$ cat src/rtl/flashbr_pkg.sv
package flashbr_pkg;
  localparam int unsigned LANES = 4;
  localparam int unsigned IDX_W = $clog2(LANES);

  typedef enum logic [1:0] {
    SQ_IDLE   = 2'd0,
    SQ_STROBE = 2'd1,
    SQ_GAP    = 2'd2,
    SQ_DONE   = 2'd3
  } sq_state_e;

  typedef enum logic {
    RM_WORD = 1'b0,
    RM_BYTE = 1'b1
  } rd_mode_e;
endpackage

$ cat src/rtl/flashbr_csr.sv
module flashbr_csr
  import flashbr_pkg::*;
#(
  parameter int unsigned OFF_W    = 8,
  parameter int unsigned WAIT_W   = 4,
  parameter int unsigned WAIT_RST = 4
) (
  input  logic              clk,
  input  logic              rst_n,
  input  logic              wr_en,
  input  logic [OFF_W-1:0]  off,
  input  logic              wr_mode,
  input  logic [WAIT_W-1:0] wr_wait,
  output logic [31:0]       rdata,
  output rd_mode_e          mode,
  output logic [WAIT_W-1:0] wait_len
);
  localparam logic [OFF_W-1:0] OFF_MODE = OFF_W'(8'h00);
  localparam logic [OFF_W-1:0] OFF_WAIT = OFF_W'(8'h04);

  rd_mode_e          mode_q, mode_d;
  logic [WAIT_W-1:0] wait_q, wait_d;
  logic              mode_en, wait_en;

  assign mode_en = wr_en && (off == OFF_MODE);
  assign wait_en = wr_en && (off == OFF_WAIT);

  always_comb begin
    mode_d = mode_q;
    wait_d = wait_q;
    if (mode_en) mode_d = rd_mode_e'(wr_mode);
    if (wait_en) wait_d = wr_wait;
  end

  always_ff @(posedge clk or negedge rst_n) begin
    if (!rst_n) begin
      mode_q <= RM_WORD;
      wait_q <= WAIT_W'(WAIT_RST);
    end else begin
      if (mode_en) mode_q <= mode_d;
      if (wait_en) wait_q <= wait_d;
    end
  end

  always_comb begin
    rdata = '0;
    if (off == OFF_MODE) rdata[0] = mode_q;
    else if (off == OFF_WAIT) rdata[WAIT_W-1:0] = wait_q;
  end

  assign mode     = mode_q;
  assign wait_len = wait_q;

  assert_regs_hold_R8: assert property (@(posedge clk) disable iff (!rst_n)
    !wr_en |=> ($stable(mode_q) && $stable(wait_q)));
endmodule

$ cat src/rtl/flashbr_timer.sv
module flashbr_timer #(
  parameter int unsigned WAIT_W = 4
) (
  input  logic              clk,
  input  logic              rst_n,
  input  logic              load,
  input  logic              run,
  input  logic [WAIT_W-1:0] wait_len,
  output logic              expired
);
  logic [WAIT_W-1:0] cnt_q, cnt_d, eff_len;
  logic              cnt_en;

  assign eff_len = (wait_len == '0) ? WAIT_W'(1) : wait_len;
  assign cnt_en  = load || (run && (cnt_q != '0));

  always_comb begin
    cnt_d = cnt_q;
    if (load) cnt_d = eff_len;
    else if (run && (cnt_q != '0)) cnt_d = cnt_q - WAIT_W'(1);
  end

  always_ff @(posedge clk or negedge rst_n) begin
    if (!rst_n) cnt_q <= '0;
    else if (cnt_en) cnt_q <= cnt_d;
  end

  assign expired = run && (cnt_q == WAIT_W'(1));

  assert_tmr_live_R6: assert property (@(posedge clk) disable iff (!rst_n)
    run |-> (cnt_q != '0));
endmodule

$ cat src/rtl/flashbr_seq.sv
module flashbr_seq
  import flashbr_pkg::*;
#(
  parameter int unsigned ADDR_W = 26
) (
  input  logic              clk,
  input  logic              rst_n,
  input  logic              req,
  input  logic              is_write,
  input  logic [ADDR_W-1:0] addr,
  input  logic [7:0]        wbyte,
  input  rd_mode_e          mode,
  input  logic              tmr_expired,
  output logic              tmr_load,
  output logic              tmr_run,
  output logic              done,
  output logic [31:0]       rdata,
  output logic [ADDR_W-1:0] fl_addr,
  output logic              fl_ce_n,
  output logic              fl_oe_n,
  output logic              fl_we_n,
  output logic [7:0]        fl_dout,
  output logic              fl_dout_en,
  input  logic [7:0]        fl_din
);
  sq_state_e         st_q, st_d;
  logic [IDX_W-1:0]  idx_q, idx_d, last_q, last_d;
  logic [ADDR_W-1:0] base_q, base_d;
  logic              wr_q, wr_d;
  logic [7:0]        wbyte_q, wbyte_d;
  logic              start, ctx_en, idx_en, cap, burst;
  logic [7:0]        lane_q [LANES];

  assign start = (st_q == SQ_IDLE) && req;
  assign burst = !is_write && (mode == RM_WORD);
  assign cap   = (st_q == SQ_STROBE) && !wr_q && tmr_expired;

  always_comb begin
    st_d     = st_q;
    idx_d    = idx_q;
    last_d   = last_q;
    base_d   = base_q;
    wr_d     = wr_q;
    wbyte_d  = wbyte_q;
    tmr_load = 1'b0;
    tmr_run  = 1'b0;
    ctx_en   = 1'b0;
    idx_en   = 1'b0;
    unique case (st_q)
      SQ_IDLE: if (req) begin
        st_d     = SQ_STROBE;
        ctx_en   = 1'b1;
        idx_en   = 1'b1;
        idx_d    = '0;
        wr_d     = is_write;
        wbyte_d  = wbyte;
        base_d   = burst ? {addr[ADDR_W-1:IDX_W], {IDX_W{1'b0}}} : addr;
        last_d   = burst ? IDX_W'(LANES-1) : '0;
        tmr_load = 1'b1;
      end
      SQ_STROBE: begin
        tmr_run = 1'b1;
        if (tmr_expired) begin
          if (idx_q == last_q) st_d = SQ_DONE;
          else begin
            st_d   = SQ_GAP;
            idx_en = 1'b1;
            idx_d  = idx_q + IDX_W'(1);
          end
        end
      end
      SQ_GAP: begin
        st_d     = SQ_STROBE;
        tmr_load = 1'b1;
      end
      SQ_DONE: st_d = SQ_IDLE;
      default: st_d = SQ_IDLE;
    endcase
  end

  always_ff @(posedge clk or negedge rst_n) begin
    if (!rst_n) begin
      st_q    <= SQ_IDLE;
      idx_q   <= '0;
      last_q  <= '0;
      base_q  <= '0;
      wr_q    <= 1'b0;
      wbyte_q <= '0;
    end else begin
      st_q <= st_d;
      if (idx_en) idx_q <= idx_d;
      if (ctx_en) begin
        last_q  <= last_d;
        base_q  <= base_d;
        wr_q    <= wr_d;
        wbyte_q <= wbyte_d;
      end
    end
  end

  for (genvar g = 0; g < LANES; g++) begin : g_lane
    logic       lane_en;
    logic [7:0] lane_d;
    assign lane_en = start || (cap && (idx_q == IDX_W'(g)));
    assign lane_d  = start ? 8'h00 : fl_din;
    always_ff @(posedge clk or negedge rst_n) begin
      if (!rst_n) lane_q[g] <= '0;
      else if (lane_en) lane_q[g] <= lane_d;
    end
    assign rdata[8*g +: 8] = lane_q[g];
  end

  assign done       = (st_q == SQ_DONE);
  assign fl_addr    = base_q + ADDR_W'(idx_q);
  assign fl_ce_n    = (st_q != SQ_STROBE);
  assign fl_oe_n    = !((st_q == SQ_STROBE) && !wr_q);
  assign fl_we_n    = !((st_q == SQ_STROBE) && wr_q);
  assign fl_dout_en = (st_q == SQ_STROBE) && wr_q;
  assign fl_dout    = wbyte_q;

  assert_strobe_excl_R9: assert property (@(posedge clk) disable iff (!rst_n)
    !(!fl_oe_n && !fl_we_n));
  assert_addr_stable_R6: assert property (@(posedge clk) disable iff (!rst_n)
    (!fl_ce_n && $past(!fl_ce_n)) |-> $stable(fl_addr));
  assert_done_pulse_R7: assert property (@(posedge clk) disable iff (!rst_n)
    done |=> !done);
  assert_burst_len_R3: assert property (@(posedge clk) disable iff (!rst_n)
    (st_q == SQ_STROBE) |-> (idx_q <= last_q));
  assert_gap_high_R6: assert property (@(posedge clk) disable iff (!rst_n)
    (st_q == SQ_GAP) |-> (fl_ce_n && fl_oe_n && fl_we_n));
endmodule

$ cat src/rtl/apb_flash_bridge.sv
module apb_flash_bridge
  import flashbr_pkg::*;
#(
  parameter int unsigned ADDR_W   = 26,
  parameter int unsigned WAIT_W   = 4,
  parameter int unsigned WAIT_RST = 4,
  parameter int unsigned CSR_AW   = 8,
  parameter logic [31:0] FL_BASE  = 32'hC400_0000,
  parameter logic [31:0] CSR_BASE = 32'hC008_0000
) (
  input  logic              pclk,
  input  logic              presetn,
  input  logic              psel,
  input  logic              penable,
  input  logic              pwrite,
  input  logic [31:0]       paddr,
  input  logic [31:0]       pwdata,
  output logic              pready,
  output logic [31:0]       prdata,
  output logic [ADDR_W-1:0] fl_addr,
  output logic              fl_ce_n,
  output logic              fl_oe_n,
  output logic              fl_we_n,
  output logic [7:0]        fl_dout,
  output logic              fl_dout_en,
  input  logic [7:0]        fl_din
);
  logic rst_meta, rst_n;
  always_ff @(posedge pclk or negedge presetn) begin
    if (!presetn) begin
      rst_meta <= 1'b0;
      rst_n    <= 1'b0;
    end else begin
      rst_meta <= 1'b1;
      rst_n    <= rst_meta;
    end
  end

  logic        fl_hit, csr_hit, access, csr_wr, seq_done, tmr_load, tmr_run, tmr_exp;
  logic [31:0] csr_rdata, seq_rdata;
  rd_mode_e    mode;
  logic [WAIT_W-1:0] wait_len;
  logic        unused_bits;

  assign fl_hit      = (paddr[31:ADDR_W] == FL_BASE[31:ADDR_W]);
  assign csr_hit     = (paddr[31:CSR_AW] == CSR_BASE[31:CSR_AW]);
  assign access      = psel && penable;
  assign csr_wr      = access && pwrite && csr_hit;
  assign unused_bits = ^pwdata[31:8];

  flashbr_csr #(.OFF_W(CSR_AW), .WAIT_W(WAIT_W), .WAIT_RST(WAIT_RST)) csr_i (
    .clk(pclk), .rst_n(rst_n), .wr_en(csr_wr), .off(paddr[CSR_AW-1:0]),
    .wr_mode(pwdata[0]), .wr_wait(pwdata[WAIT_W-1:0]),
    .rdata(csr_rdata), .mode(mode), .wait_len(wait_len)
  );

  flashbr_timer #(.WAIT_W(WAIT_W)) tmr_i (
    .clk(pclk), .rst_n(rst_n), .load(tmr_load), .run(tmr_run),
    .wait_len(wait_len), .expired(tmr_exp)
  );

  flashbr_seq #(.ADDR_W(ADDR_W)) seq_i (
    .clk(pclk), .rst_n(rst_n), .req(access && fl_hit), .is_write(pwrite),
    .addr(paddr[ADDR_W-1:0]), .wbyte(pwdata[7:0]), .mode(mode),
    .tmr_expired(tmr_exp), .tmr_load(tmr_load), .tmr_run(tmr_run),
    .done(seq_done), .rdata(seq_rdata), .fl_addr(fl_addr), .fl_ce_n(fl_ce_n),
    .fl_oe_n(fl_oe_n), .fl_we_n(fl_we_n), .fl_dout(fl_dout),
    .fl_dout_en(fl_dout_en), .fl_din(fl_din)
  );

  assign pready = (access && !fl_hit) || seq_done;
  always_comb begin
    prdata = '0;
    if (fl_hit) prdata = seq_rdata;
    else if (csr_hit) prdata = csr_rdata;
  end

  assert_ready_phase_R7: assert property (@(posedge pclk) disable iff (!rst_n)
    pready |-> access);
  assert_ce_match_R9: assert property (@(posedge pclk) disable iff (!rst_n)
    (!fl_ce_n) == (!fl_oe_n || !fl_we_n));
  assert_no_strobe_idle_R8: assert property (@(posedge pclk) disable iff (!rst_n)
    (!access && fl_ce_n) |=> fl_ce_n);
endmodule

$ cat config.mk
export PLATFORM = sky130hd
export DESIGN_NAME = apb_flash_bridge
export DESIGN_NICKNAME = d
export VERILOG_FILES = /design/src/rtl/flashbr_pkg.sv /design/src/rtl/flashbr_csr.sv /design/src/rtl/flashbr_timer.sv /design/src/rtl/flashbr_seq.sv /design/src/rtl/apb_flash_bridge.sv
export SDC_FILE = /design/constraint.sdc
export NUM_CORES = 1
export LEC_CHECK = 0
export ABC_CLOCK_PERIOD_IN_PS = 3400
export BUFFER_PORTS_ARGS = -buffer_cell sky130_fd_sc_hd__buf_2
export CELL_PAD_IN_SITES_DETAIL_PLACEMENT = 1
export CELL_PAD_IN_SITES_GLOBAL_PLACEMENT = 2
export CORE_MARGIN = 5
export CORE_UTILIZATION = 31
export DETAILED_ROUTE_END_ITERATION = 12
export PLACE_DENSITY_LB_ADDON = 0.12
export SKIP_LAST_GASP = 1
export SLEW_MARGIN = 0
export SYNTH_ARGS = -nofsm -noshare
export SYNTH_HDL_FRONTEND = slang
export SYNTH_SLANG_ARGS = --single-unit
export TNS_END_PERCENT = 5
$ cat constraint.sdc
create_clock -name pclk -period 3.4 [get_ports pclk]
set_clock_uncertainty 0.1 [all_clocks]
set_input_delay 0.68 -clock pclk [delete_from_list [all_inputs] [get_ports pclk]]
set_output_delay 0.68 -clock pclk [all_outputs]
set_load 0.01 [all_outputs]
==> reports/results.tsv <==
stage	metric	value	unit
clock_network	cts_tree	built	
logic_synthesis	async_reset_ff_share	100	%
clock_network	insertion_delay	340	ps
placed_design	place_area	5230	um^2
logic_synthesis	syn_inst	406	
clock_network	clock_path_buffers	2	
global_routing	antenna_found_initial	0	
final_layout	nFillCells	1589	
outcome	status	complete, no violations	
placed_design	gp_congestion	0.773	
clock_network	cts_buffers	9	
clock_network	clk_pin_slew_worst_paths	60	ps
setup_path	regToRegSetupSlack	1370	ps
route	vias	3470	
final_layout	fin_cells	713	
setup_path	rr_worst_depth	6	
route	drt_iter0_drc	107	
logic_synthesis	synth_enable_flop_cells	0	
final_layout	num_antenna_cells	0	
hold_path	hold_start	rst_meta$_DFF_PN0_	
power	power.density	592	nW/um^2
final_layout	final_area	5590	um^2
timing	period_needed	3150	ps
floorplan	ioPinCount	148	
setup_path	endpoint	fl_addr[25]	
route	drc	0	
power	ir_drop	0.000273	V
setup_path	required	2620	ps
floorplan	num_rows	43	
timing	worst_slack	250	ps
setup_path	crit_type	reg -> out	
logic_synthesis	synth_warnings	0	
setup_path	slowest_stage	dfrtp_1	
setup_path	reg2reg_from	tmr_i.cnt_q[1]$_DFFE_PN0P_	
hold_path	hold_path_class	reg -> reg	
setup_path	timing.rr.end	seq_i.rdata[22]$_DFFE_PN0P_	
timing	worstMarginPinSlew	1070	ps
placed_design	dpl.hpwl	9480	um
clock_network	cts_root_buf	clkbuf_16	
timing	rsz0062_at_grt	no	
clock_network	clkSinkCount	83	
route	wirelength	12600	um
route	wl_per_cell	17.7	um
logic_synthesis	ys_ff_latch	83	
clock_network	htreeDepth	3	
timing	setup_viol	0	
final_layout	register_area	2080	um^2
logic_synthesis	postSynthNetCount	492	
final_layout	multi_input_area	2220	um^2
timing	timing.slew.headroom	28.7	%
logic_synthesis	syn_area_per_cell	10.9	um^2
clock_network	cts_setup_buffers	0	
global_routing	grt_pass1_wl	20400	um
global_routing	grt.total_usage	15.7	%
setup_path	cp_max_fo	10	
flow_run	drv_cap	0	
setup_path	max_stage_delay	510	ps
timing	fmax	317	MHz
placed_design	placed_cells	696	
floorplan	core_area	13900	um^2
route	antenna_left	0	
timing	hold_viol	0	
timing	drv_slew	0	
global_routing	grt_pass1_vias	3823	
timing	hold_ws	256	ps
floorplan	die_x	129	um
setup_path	critPathLaunchType	flip-flop	
route	routed_via_density	4.87	
setup_path	cp_data_arrival_time	2370	ps
logic_synthesis	ys_seq_area_share	47.0	%
floorplan	dieArea	16800	um^2
setup_path	crit_chain	ha_1 > a21o_1 > nor4b_4 > nand4_1 > xnor2_1 > buf_2	
logic_synthesis	synth_cell_types	52	
floorplan	start_util	31.7	%
final_layout	area_delta_synth_final	26.4	%
global_routing	grt_start_max_net_pins	82	
placed_design	dp_slack	366	ps
setup_path	end_kind	output pin	
logic_synthesis	ys.flop_type	dfrtp_1	
floorplan	die_h	129	um
logic_synthesis	syn_area	4420	um^2
final_layout	layout.nets	614	
global_routing	grt_overflow_total	0	
final_layout	drive_gt1_share	37.3	%
timing	tns	0	ps
placed_design	io_buffers	123	
timing	finalCritPeriodShare	92.6	%
power	leakage	3.13	nW
setup_path	startpoint	seq_i.idx_q[1]$_DFFE_PN0P_	
route	dr.pass1.iters	4	
worst min path at each step:
stage                      endpoint  slack, ps  cells after the start
floorplan           rst_n$_DFF_PN0_        230                      0
global placement    rst_n$_DFF_PN0_        240                      0
detailed placement  rst_n$_DFF_PN0_        240                      0
CTS                 rst_n$_DFF_PN0_        260                      0
global route        rst_n$_DFF_PN0_        270                      0
finish              rst_n$_DFF_PN0_        260                      0
what timing repair did:
item,4_1_cts,5_1_grt
hold endpoints to repair,2,0
gates resized for setup,0,0
hold buffers,1,0
cell type report:
type | instances | area share, %
clock buffer | 10 | 4.27
clock inverter | 6 | 2.01
inverter | 12 | 0.806
multi-input combinational | 292 | 39.7
sequential | 83 | 37.2
tap | 180 | 4.03
timing repair buffer | 130 | 12.0
cell usage in the layout (no fill, tap or decap), drive strengths merged, types with 4 or more instances in the layout:
cell type	count
a22o	4
and2	4
and3	34
buf	129
clkbuf	10
dfrtp	82
ha	8
inv	12
mux2	38
mux2i	35
nand2	18
nand3	19
nand4	9
nor2	42
nor3	9
nor4	7
o21ai	6
xnor2	19
xor2	7
synthesized netlist by cell type, drive strengths merged, types with 6 or more instances:
cell type,number,area [um^2]
ha,8,100
nor2,42,158
inv,12,45.0
mux2,38,428
mux2i,35,350
xor2,7,61.3
clkbuf,11,42.5
nand3,19,115
o21ai,6,30.0
nand4,9,56.3
and3,34,213
nor3,9,50.1
xnor2,19,166
nor4,7,65.1
nand2,18,67.6
buf,8,40.0
dfrtp,82,2050
per-layer routing:
| layer | GRT usage, % | vias up | wire length (um) |
|---|---|---|---|
| li1 | - | 1681 | - |
| met1 | 21.7 | 1713 | 5920 |
| met2 | 24.0 | 64 | 5950 |
| met3 | 3.75 | 12 | 586 |
| met4 | 5.68 | 0 | 195 |
| met5 | 0 | - | 0 |
sequential cells by signal (all words and copies together) (netlist names), 2 cells and up:
signal	count
seq_i.base_q	26
seq_i.idx_q	2
seq_i.st_q	2
tmr_i.cnt_q	4
csr_i.wait_len	4
seq_i.rdata	32
seq_i.fl_dout	8
kinds of logic after synthesis:
| family | Yosys count | synth area share [%] |
|---|---|---|
| flip-flops | 83 | 47.0 |
| adder cells (fa/ha/maj) | 9 | 2.72 |
| AND/OR/NAND/NOR | 158 | 20.6 |
| multiplexers | 73 | 17.6 |
| XOR/XNOR | 26 | 5.15 |
| buffers and inverters | 31 | 2.89 |
| other | 1 | 0.0848 |
| AO/OA/AOI/OAI | 25 | 4.02 |
power breakdown:
group	internal (mW)	leakage (nW)	switching (mW)	total (mW)
Clock	0.738	0.161	0.411	1.15
Combinational	0.333	1.91	0.344	0.677
Sequential	1.26	1.06	0.225	1.49
worst max-delay path, delay by kind of cell, from the launching register on:
kind            cells  cell delay (ps)
compound gates      1              150
xor+xnor            1              200
simple gates        2              670
fa+ha+maj           1              340
buf+inv             1              160
flops               1              510
through the flow:
stage	utilization [%]	total power [mW]
CTS	40.1	3.37
finish	40.1	3.31
detailed placement	37.5	2.20
floorplan	-	1.94
global route	40.1	3.55
global placement	37.5	2.16
Power figures use the tool's default switching activity.
